$ cat config.mk
export PLATFORM = sky130hd
export DESIGN_NAME = dsp_seq_ctrl
export DESIGN_NICKNAME = d
export VERILOG_FILES = /design/src/rtl/dsp_seq_pkg.sv /design/src/rtl/seq_class_dec.sv /design/src/rtl/seq_branch_eval.sv /design/src/rtl/seq_ret_stack.sv /design/src/rtl/dsp_seq_ctrl.sv
export SDC_FILE = /design/constraint.sdc
export NUM_CORES = 1
export LEC_CHECK = 0
export BUFFER_PORTS_ARGS = -buffer_cell sky130_fd_sc_hd__buf_2
export CAP_MARGIN = 10
export CORE_MARGIN = 2
export CORE_UTILIZATION = 43
export CTS_BUF_LIST = sky130_fd_sc_hd__clkbuf_4 sky130_fd_sc_hd__clkbuf_8
export CTS_CLUSTER_DIAMETER = 80
export DETAILED_ROUTE_END_ITERATION = 8
export MAX_ROUTING_LAYER = met4
export PLACE_DENSITY = 0.63
export SYNTH_ARGS = -nofsm -noshare
export SYNTH_HDL_FRONTEND = slang
export SYNTH_SLANG_ARGS = --single-unit
$ cat constraint.sdc
create_clock -name clk -period 4 [get_ports clk]
set_clock_uncertainty 0.1 [all_clocks]
set_input_delay 0.2 -clock clk [delete_from_list [all_inputs] [get_ports clk]]
set_output_delay 0.2 -clock clk [all_outputs]
set_load 0.02 [all_outputs]
$ cat src/rtl/dsp_seq_pkg.sv
package dsp_seq_pkg;
  localparam int PC_W    = 14;
  localparam int INSTR_W = 24;
  localparam int BR_W    = 9;
  localparam int NA_W    = 11;
  localparam int BANK_W  = 2;
  localparam int FLAG_W  = 6;
  localparam int STAT_W  = 3;
  localparam int NIB_W   = 4;
  localparam int CLS_N   = 4;

  typedef enum logic [1:0] {
    CLS_OP  = 2'd0,
    CLS_RET = 2'd1,
    CLS_JMP = 2'd2,
    CLS_LD  = 2'd3
  } cls_e;

  // lower 22 bits of a jump word
  typedef struct packed {
    logic [BR_W-1:0]   code;
    logic [NA_W-1:0]   na;
    logic [BANK_W-1:0] bank;
  } jfields_t;

  function automatic logic [PC_W-1:0] f_pc_inc(input logic [PC_W-1:0] pc);
    return pc + 1'b1;
  endfunction

  function automatic logic [PC_W-1:0] f_target(input logic hi,
                                                input logic [BANK_W-1:0] bank,
                                                input logic [NA_W-1:0] na);
    return {hi, bank, na};
  endfunction

  // sel[1]: compare against all-ones instead of zero; sel[0]: invert result
  function automatic logic f_nib_test(input logic [NIB_W-1:0] nib,
                                      input logic [1:0] sel);
    logic hit;
    hit = sel[1] ? (nib == {NIB_W{1'b1}}) : (nib == '0);
    return hit ^ sel[0];
  endfunction
endpackage

$ cat src/rtl/seq_class_dec.sv
module seq_class_dec
  import dsp_seq_pkg::*;
(
  input  logic [1:0]       cls_bits_i,
  output cls_e             cls_o,
  output logic [CLS_N-1:0] onehot_o
);
  assign cls_o = cls_e'(cls_bits_i);

  for (genvar g = 0; g < CLS_N; g++) begin : g_oh
    assign onehot_o[g] = (cls_bits_i == 2'(g));
  end
endmodule

$ cat src/rtl/seq_branch_eval.sv
module seq_branch_eval
  import dsp_seq_pkg::*;
(
  input  logic [BR_W-1:0]   code_i,
  input  logic [FLAG_W-1:0] fa_i,
  input  logic [FLAG_W-1:0] fb_i,
  input  logic [NIB_W-1:0]  nib_i,
  input  logic [STAT_W-1:0] stat_i,
  output logic              cond_take_o,
  output logic              long_o,
  output logic              long_hi_o,
  output logic              call_o,
  output logic              regjmp_o
);
  logic [4:0] k;
  logic [4:0] j;
  logic       grp_test;
  logic       sel_bit;

  always_comb begin
    k           = code_i[5:1];
    j           = k - 5'd26;
    grp_test    = (code_i[8:6] == 3'b010) && !code_i[0];
    sel_bit     = 1'b0;
    cond_take_o = 1'b0;
    regjmp_o    = (code_i == '0);
    long_o      = (code_i[8:1] == 8'h80) || (code_i[8:1] == 8'hA0);
    call_o      = (code_i[8:1] == 8'hA0);
    long_hi_o   = code_i[0];
    if (code_i[8:2] == 7'b0101100) begin
      cond_take_o = f_nib_test(nib_i, code_i[1:0]);
    end else if (grp_test && k <= 5'd23) begin
      sel_bit     = k[1] ? fb_i[k[4:2]] : fa_i[k[4:2]];
      cond_take_o = (sel_bit == k[0]);
    end else if (grp_test && k >= 5'd26) begin
      sel_bit     = stat_i[j[2:1]];
      cond_take_o = (sel_bit == j[0]);
    end
  end
endmodule

$ cat src/rtl/seq_ret_stack.sv
module seq_ret_stack #(
  parameter int DEPTH = 8,
  parameter int DW    = 14
) (
  input  logic                     clk,
  input  logic                     rst_n,
  input  logic                     push_i,
  input  logic                     pop_i,
  input  logic [DW-1:0]            push_data_i,
  output logic [DW-1:0]            pop_data_o,
  output logic [$clog2(DEPTH)-1:0] sp_o
);
  localparam int SP_W = $clog2(DEPTH);

  logic [SP_W-1:0] sp_q;
  logic [SP_W-1:0] sp_dec;
  logic [DW-1:0]   mem [DEPTH];

  assign sp_dec = sp_q - 1'b1;

  for (genvar g = 0; g < DEPTH; g++) begin : g_ent
    always_ff @(posedge clk) begin
      if (!rst_n)                             mem[g] <= '0;
      else if (push_i && sp_q == SP_W'(g))    mem[g] <= push_data_i;
    end
  end

  always_ff @(posedge clk) begin
    if (!rst_n)      sp_q <= '0;
    else if (push_i) sp_q <= sp_q + 1'b1;
    else if (pop_i)  sp_q <= sp_dec;
  end

  assign pop_data_o = mem[sp_dec];
  assign sp_o       = sp_q;
endmodule

$ cat src/rtl/dsp_seq_ctrl.sv
module dsp_seq_ctrl
  import dsp_seq_pkg::*;
#(
  parameter int STK_DEPTH = 8
) (
  input  logic              clk,
  input  logic              rst_n,
  input  logic [23:0]       instr_i,
  input  logic [5:0]        flag_a_i,
  input  logic [5:0]        flag_b_i,
  input  logic [3:0]        dp_nib_i,
  input  logic [2:0]        stat_i,
  input  logic [13:0]       jreg_i,
  output logic [13:0]       pc_o,
  output logic [3:0]        cls_o,
  output logic              take_o
);
  localparam int SP_W = $clog2(STK_DEPTH);

  cls_e            cls;
  jfields_t        jf;
  logic [PC_W-1:0] pc_q, pc_nxt, pc_inc, pop_pc, tgt_keep, tgt_long;
  logic [SP_W-1:0] sp_w;
  logic            cond_take, long_j, long_hi, call_j, reg_j;
  logic            is_ret, is_jmp, call_push, ret_pop, redirect;

  assign jf = jfields_t'(instr_i[21:0]);

  seq_class_dec u_dec (
    .cls_bits_i (instr_i[23:22]),
    .cls_o      (cls),
    .onehot_o   (cls_o)
  );

  seq_branch_eval u_br (
    .code_i      (jf.code),
    .fa_i        (flag_a_i),
    .fb_i        (flag_b_i),
    .nib_i       (dp_nib_i),
    .stat_i      (stat_i),
    .cond_take_o (cond_take),
    .long_o      (long_j),
    .long_hi_o   (long_hi),
    .call_o      (call_j),
    .regjmp_o    (reg_j)
  );

  assign is_ret    = (cls == CLS_RET);
  assign is_jmp    = (cls == CLS_JMP);
  assign call_push = is_jmp && call_j;
  assign ret_pop   = is_ret;

  seq_ret_stack #(.DEPTH(STK_DEPTH), .DW(PC_W)) u_stk (
    .clk         (clk),
    .rst_n       (rst_n),
    .push_i      (call_push),
    .pop_i       (ret_pop),
    .push_data_i (pc_inc),
    .pop_data_o  (pop_pc),
    .sp_o        (sp_w)
  );

  always_comb begin
    pc_inc   = f_pc_inc(pc_q);
    tgt_keep = f_target(pc_inc[PC_W-1], jf.bank, jf.na);
    tgt_long = f_target(long_hi, jf.bank, jf.na);
    pc_nxt   = pc_inc;
    redirect = 1'b0;
    if (is_ret) begin
      pc_nxt   = pop_pc;
      redirect = 1'b1;
    end else if (is_jmp) begin
      if (reg_j) begin
        pc_nxt   = jreg_i;
        redirect = 1'b1;
      end else if (long_j) begin
        pc_nxt   = tgt_long;
        redirect = 1'b1;
      end else if (cond_take) begin
        pc_nxt   = tgt_keep;
        redirect = 1'b1;
      end
    end
  end

  always_ff @(posedge clk) begin
    if (!rst_n) pc_q <= '0;
    else        pc_q <= pc_nxt;
  end

  assign pc_o   = pc_q;
  assign take_o = redirect;
endmodule

==> summary.txt <==
Setup path
  • CP max stage delay: 0.94 ns
  • WP data required: between 4 and 5 ns
  • Top cell family by delay on the critical path: XOR/XNOR gates
  • Element type at the critical path end: flop
  • CP startpoint: pc_o[2]$_SDFF_PN0_
  • Crit Path Max Fanout: 11
  • Worst Path Arrival: roughly 3 ns
  • Slowest CP cell: xnor2_1
  • CP startpoint kind: flop
  • Reg-to-Reg Start: pc_o[2]$_SDFF_PN0_
  • Critical path cell sequence: nand4_1, nor3_1, and3_1, xnor2_1, o21ai_0, o211ai_1, o21ai_0
  • Most frequent CP cell: o21ai_0
  • Critical setup path kind: flop to flop
  • CP Buf/Inv Count: 0

Cells and area
  • Final non-filler cell total: slightly below 900
  • # fillers: roughly 1400
  • Sequential cell area: 3700 um2
  • Fin area: 7790 um2
  • Layout Nets: 733
  • Fin util: between 50% and 60%
  • Layout cells sized above 1: between 20% and 30%
  • Area of the multi-input gates: between 2000 and 3000 um2
  • # diodes: 0
  • Layout area overhead: 14.9%

Logic synthesis
  • Syn Nets: between 600 and 700
  • Post-Synth Simple-Gate Area: approximately 18%
  • Post-Synth Adder-Cell Area: under 10%
  • Synth area leader: edfxtp_1
  • Synth Area in Compound Gates: a little under a tenth
  • Async SR Flop Fraction: 0%
  • Number of flops mapped to enable cells by yosys: ~110
  • Number of synthesized register bits: between 100 and 150
  • Area of the mapped netlist: slightly below 7000 um2
  • Top cells by area, synth: edfxtp_1 50%, mux4_2 9.3%, nor2_1 7.1%
  • Post-synth top cells: 128 x nor2_1, 112 x edfxtp_1, 42 x nand2_1, 28 x mux4_2, 23 x clkbuf_1
  • Most used DFF post-synth: edfxtp_1
  • Post-synthesis mux area share: 10.9%
  • Synth warn: 0
  • Netlist cell types: 61
  • Post-synth top area share: between 40% and 50%
  • Main combinational cell family by area after synthesis: simple AND/OR/NAND/NOR gates
  • Mean Syn Cell Area: approximately 12 um2
  • Mapped Cells: a little under 600
  • Xor and xnor fraction of the mapped netlist area: slightly above 2%
  • Most numerous cell in the Yosys netlist: nor2_1
  • Register area share after synthesis: around 55%

Drt
  • Via count: 5121
  • DRT Pass-1 Iters: 5
  • DRT iter0 DRCs: about 420
  • DRT antenna net count: 0
  • DRC errors left: 0
  • Routed len/inst: between 20 and 25 um
  • DRT Wirelength: 18900 um
  • Via density: roughly 5.8

Timing
  • Setup WS post-layout: between 1 and 1.5 ns
  • Worst Tran Pin Value: 1.31 ns
  • Relative max-transition margin: between 10% and 20%
  • RSZ-0062 raised after global routing: false
  • Crit share post-route: 71.0%
  • TNS Setup: 0 ns
  • Worst hold margin: 0.0421 ns
  • # setup viols final: 0
  • Final Hold Viols: 0
  • F_max: around 350 MHz
  • Final min period: roughly 2.8 ns
  • Max-slew violation count: 0

Job
  • Max-cap viol count: 0

Clocking
  • Max H-tree Level: 4
  • Root Buffer: clkbuf_8
  • Clk_lat worst skew: roughly 0.44 ns
  • Max clock buf depth: 2
  • CTS clk-pin slew, worst paths: ~0.080 ns
  • Clock sink total: 129
  • Cts bufs inserted: 17
  • CTS tree: built
  • Post-CTS Setup Inserts: 0

Placed design
  • PortBufs: 77
  • HPWL Detailed: approximately 13000 um
  • Gpl congestion: around 0.97
  • Placed cell areas: roughly 7400 um2
  • DP Worst Slack: 0.987 ns
  • Placed insts: 850

Die
  • I/O pin total: around 80
  • CORE AREA: around 15000 um2
  • Initial core utilization: about 44%
  • Row count: 45
  • DIE WIDTH: 130 um
  • Die height: roughly 130 um
  • Die Footprint: approximately 17000 um2

Power and ir drop
  • P_sw: 0.871 mW
  • Flop pwr share: roughly half
  • Max IR drop VDD: about 200 uV
  • Internal: between 2 and 2.5 mW
  • Switching part of the total: 28.5%
  • PwrDens: slightly below 400 nW/um2
  • Comb pwr share: between 10% and 20%
  • P_leak: 2.84 nW
  • Pwr Total: slightly above 3 mW
  • Clock power share: around a third

Global route
  • Met3 Resource Use GR: about 4.9%
  • First-pass GRT wire length: roughly 28000 um
  • Largest net degree at the start of global routing: 33
  • GR Overflow Total: 0
  • Vias in the first global route: slightly above 5000
  • Total GRT Usage: a little under a quarter
  • Met2 GRT Util: 38.3%
  • M1 GR Usage: 28.1%
  • Initial antenna violation count: 0
  • Busiest grt layer: met2

Hold path
  • Hold WC Path Type: primary input to flop
  • Hold wc startpoint: instr_i[2]

Status
  • Status: complete, no violations
==> logic make-up after synthesis <==
kind of cell               count (synthesis)
AOI/OAI and AO/OA                         86
xor gates and xnor gates                  16
adders and majority gates                 10
buffers and inverters                     57
DFF                                      129
muxes                                     38
and+or+nand+nor                          252
==> final cells by class <==
class	count	area share, %
inverters	15	0.723
repair buffers	99	7.26
clock buffers	17	3.00
flip-flops and latches	129	47.6
clock inverters	15	1.74
well taps	211	3.39
multi-input cells	402	36.3
==> timing repair <==
item / 4_1_cts / 5_1_grt
gates resized for setup: 0 / 0
hold endpoints to repair: 6 / 0
hold buffers: 6 / 0
==> cell usage in the layout (no fill, tap or decap), types with 16 or more instances in the layout <==
cell,count
nor2_1,128
nand2_1,42
buf_2,77
mux4_2,28
clkbuf_8,17
dfxtp_1,16
o21ai_0,21
nand3_1,18
edfxtp_1,112
a21oi_1,17
buf_4,16
==> flip-flops by register name, summed over array words and instances (netlist names) <==
signal,cells
u_stk.sp_o,3
u_stk.mem,112
pc_o,14
==> power by group through the flow <==
stage / combinational (mW) / sequential (mW) / clock (mW)
2_1_floorplan: 0.278 / 1.57 / 0
3_3_place_gp: 0.451 / 1.57 / 0
3_5_place_dp: 0.455 / 1.58 / 0
4_1_cts: 0.461 / 1.55 / 1.06
5_1_grt: 0.494 / 1.55 / 1.11
6_report: 0.463 / 1.55 / 1.04
==> per-layer routing <==
layer | wire (um) | part of all wire, % | vias up
li1 | - | - | 2337
met1 | 7710 | 41 | 2520
met2 | 9030 | 48 | 216
met3 | 1330 | 7.0 | 48
met4 | 878 | 4.6 | 0
met5 | 0 | 0 | -
==> tightest hold or removal path: cells and delay by family <==
kind	cells	cell delay [ns]
buffers and inverters	1	0.09
AND/OR/NAND/NOR	1	0.04
AO/OA/AOI/OAI	1	0.19
==> path summary, 6_finish.rpt <==
check                               end  slack (ns)  cells after the start
max                 pc_o[11]$_SDFF_PN0_        1.16                      7
min                  pc_o[0]$_SDFF_PN0_        0.04                      3
max reg2reg         pc_o[11]$_SDFF_PN0_        1.16                      7
min reg2reg  u_stk.sp_o[0]$_SDFFE_PN0P_        0.57                      3
No activity file was read; power rests on OpenSTA's default activity.
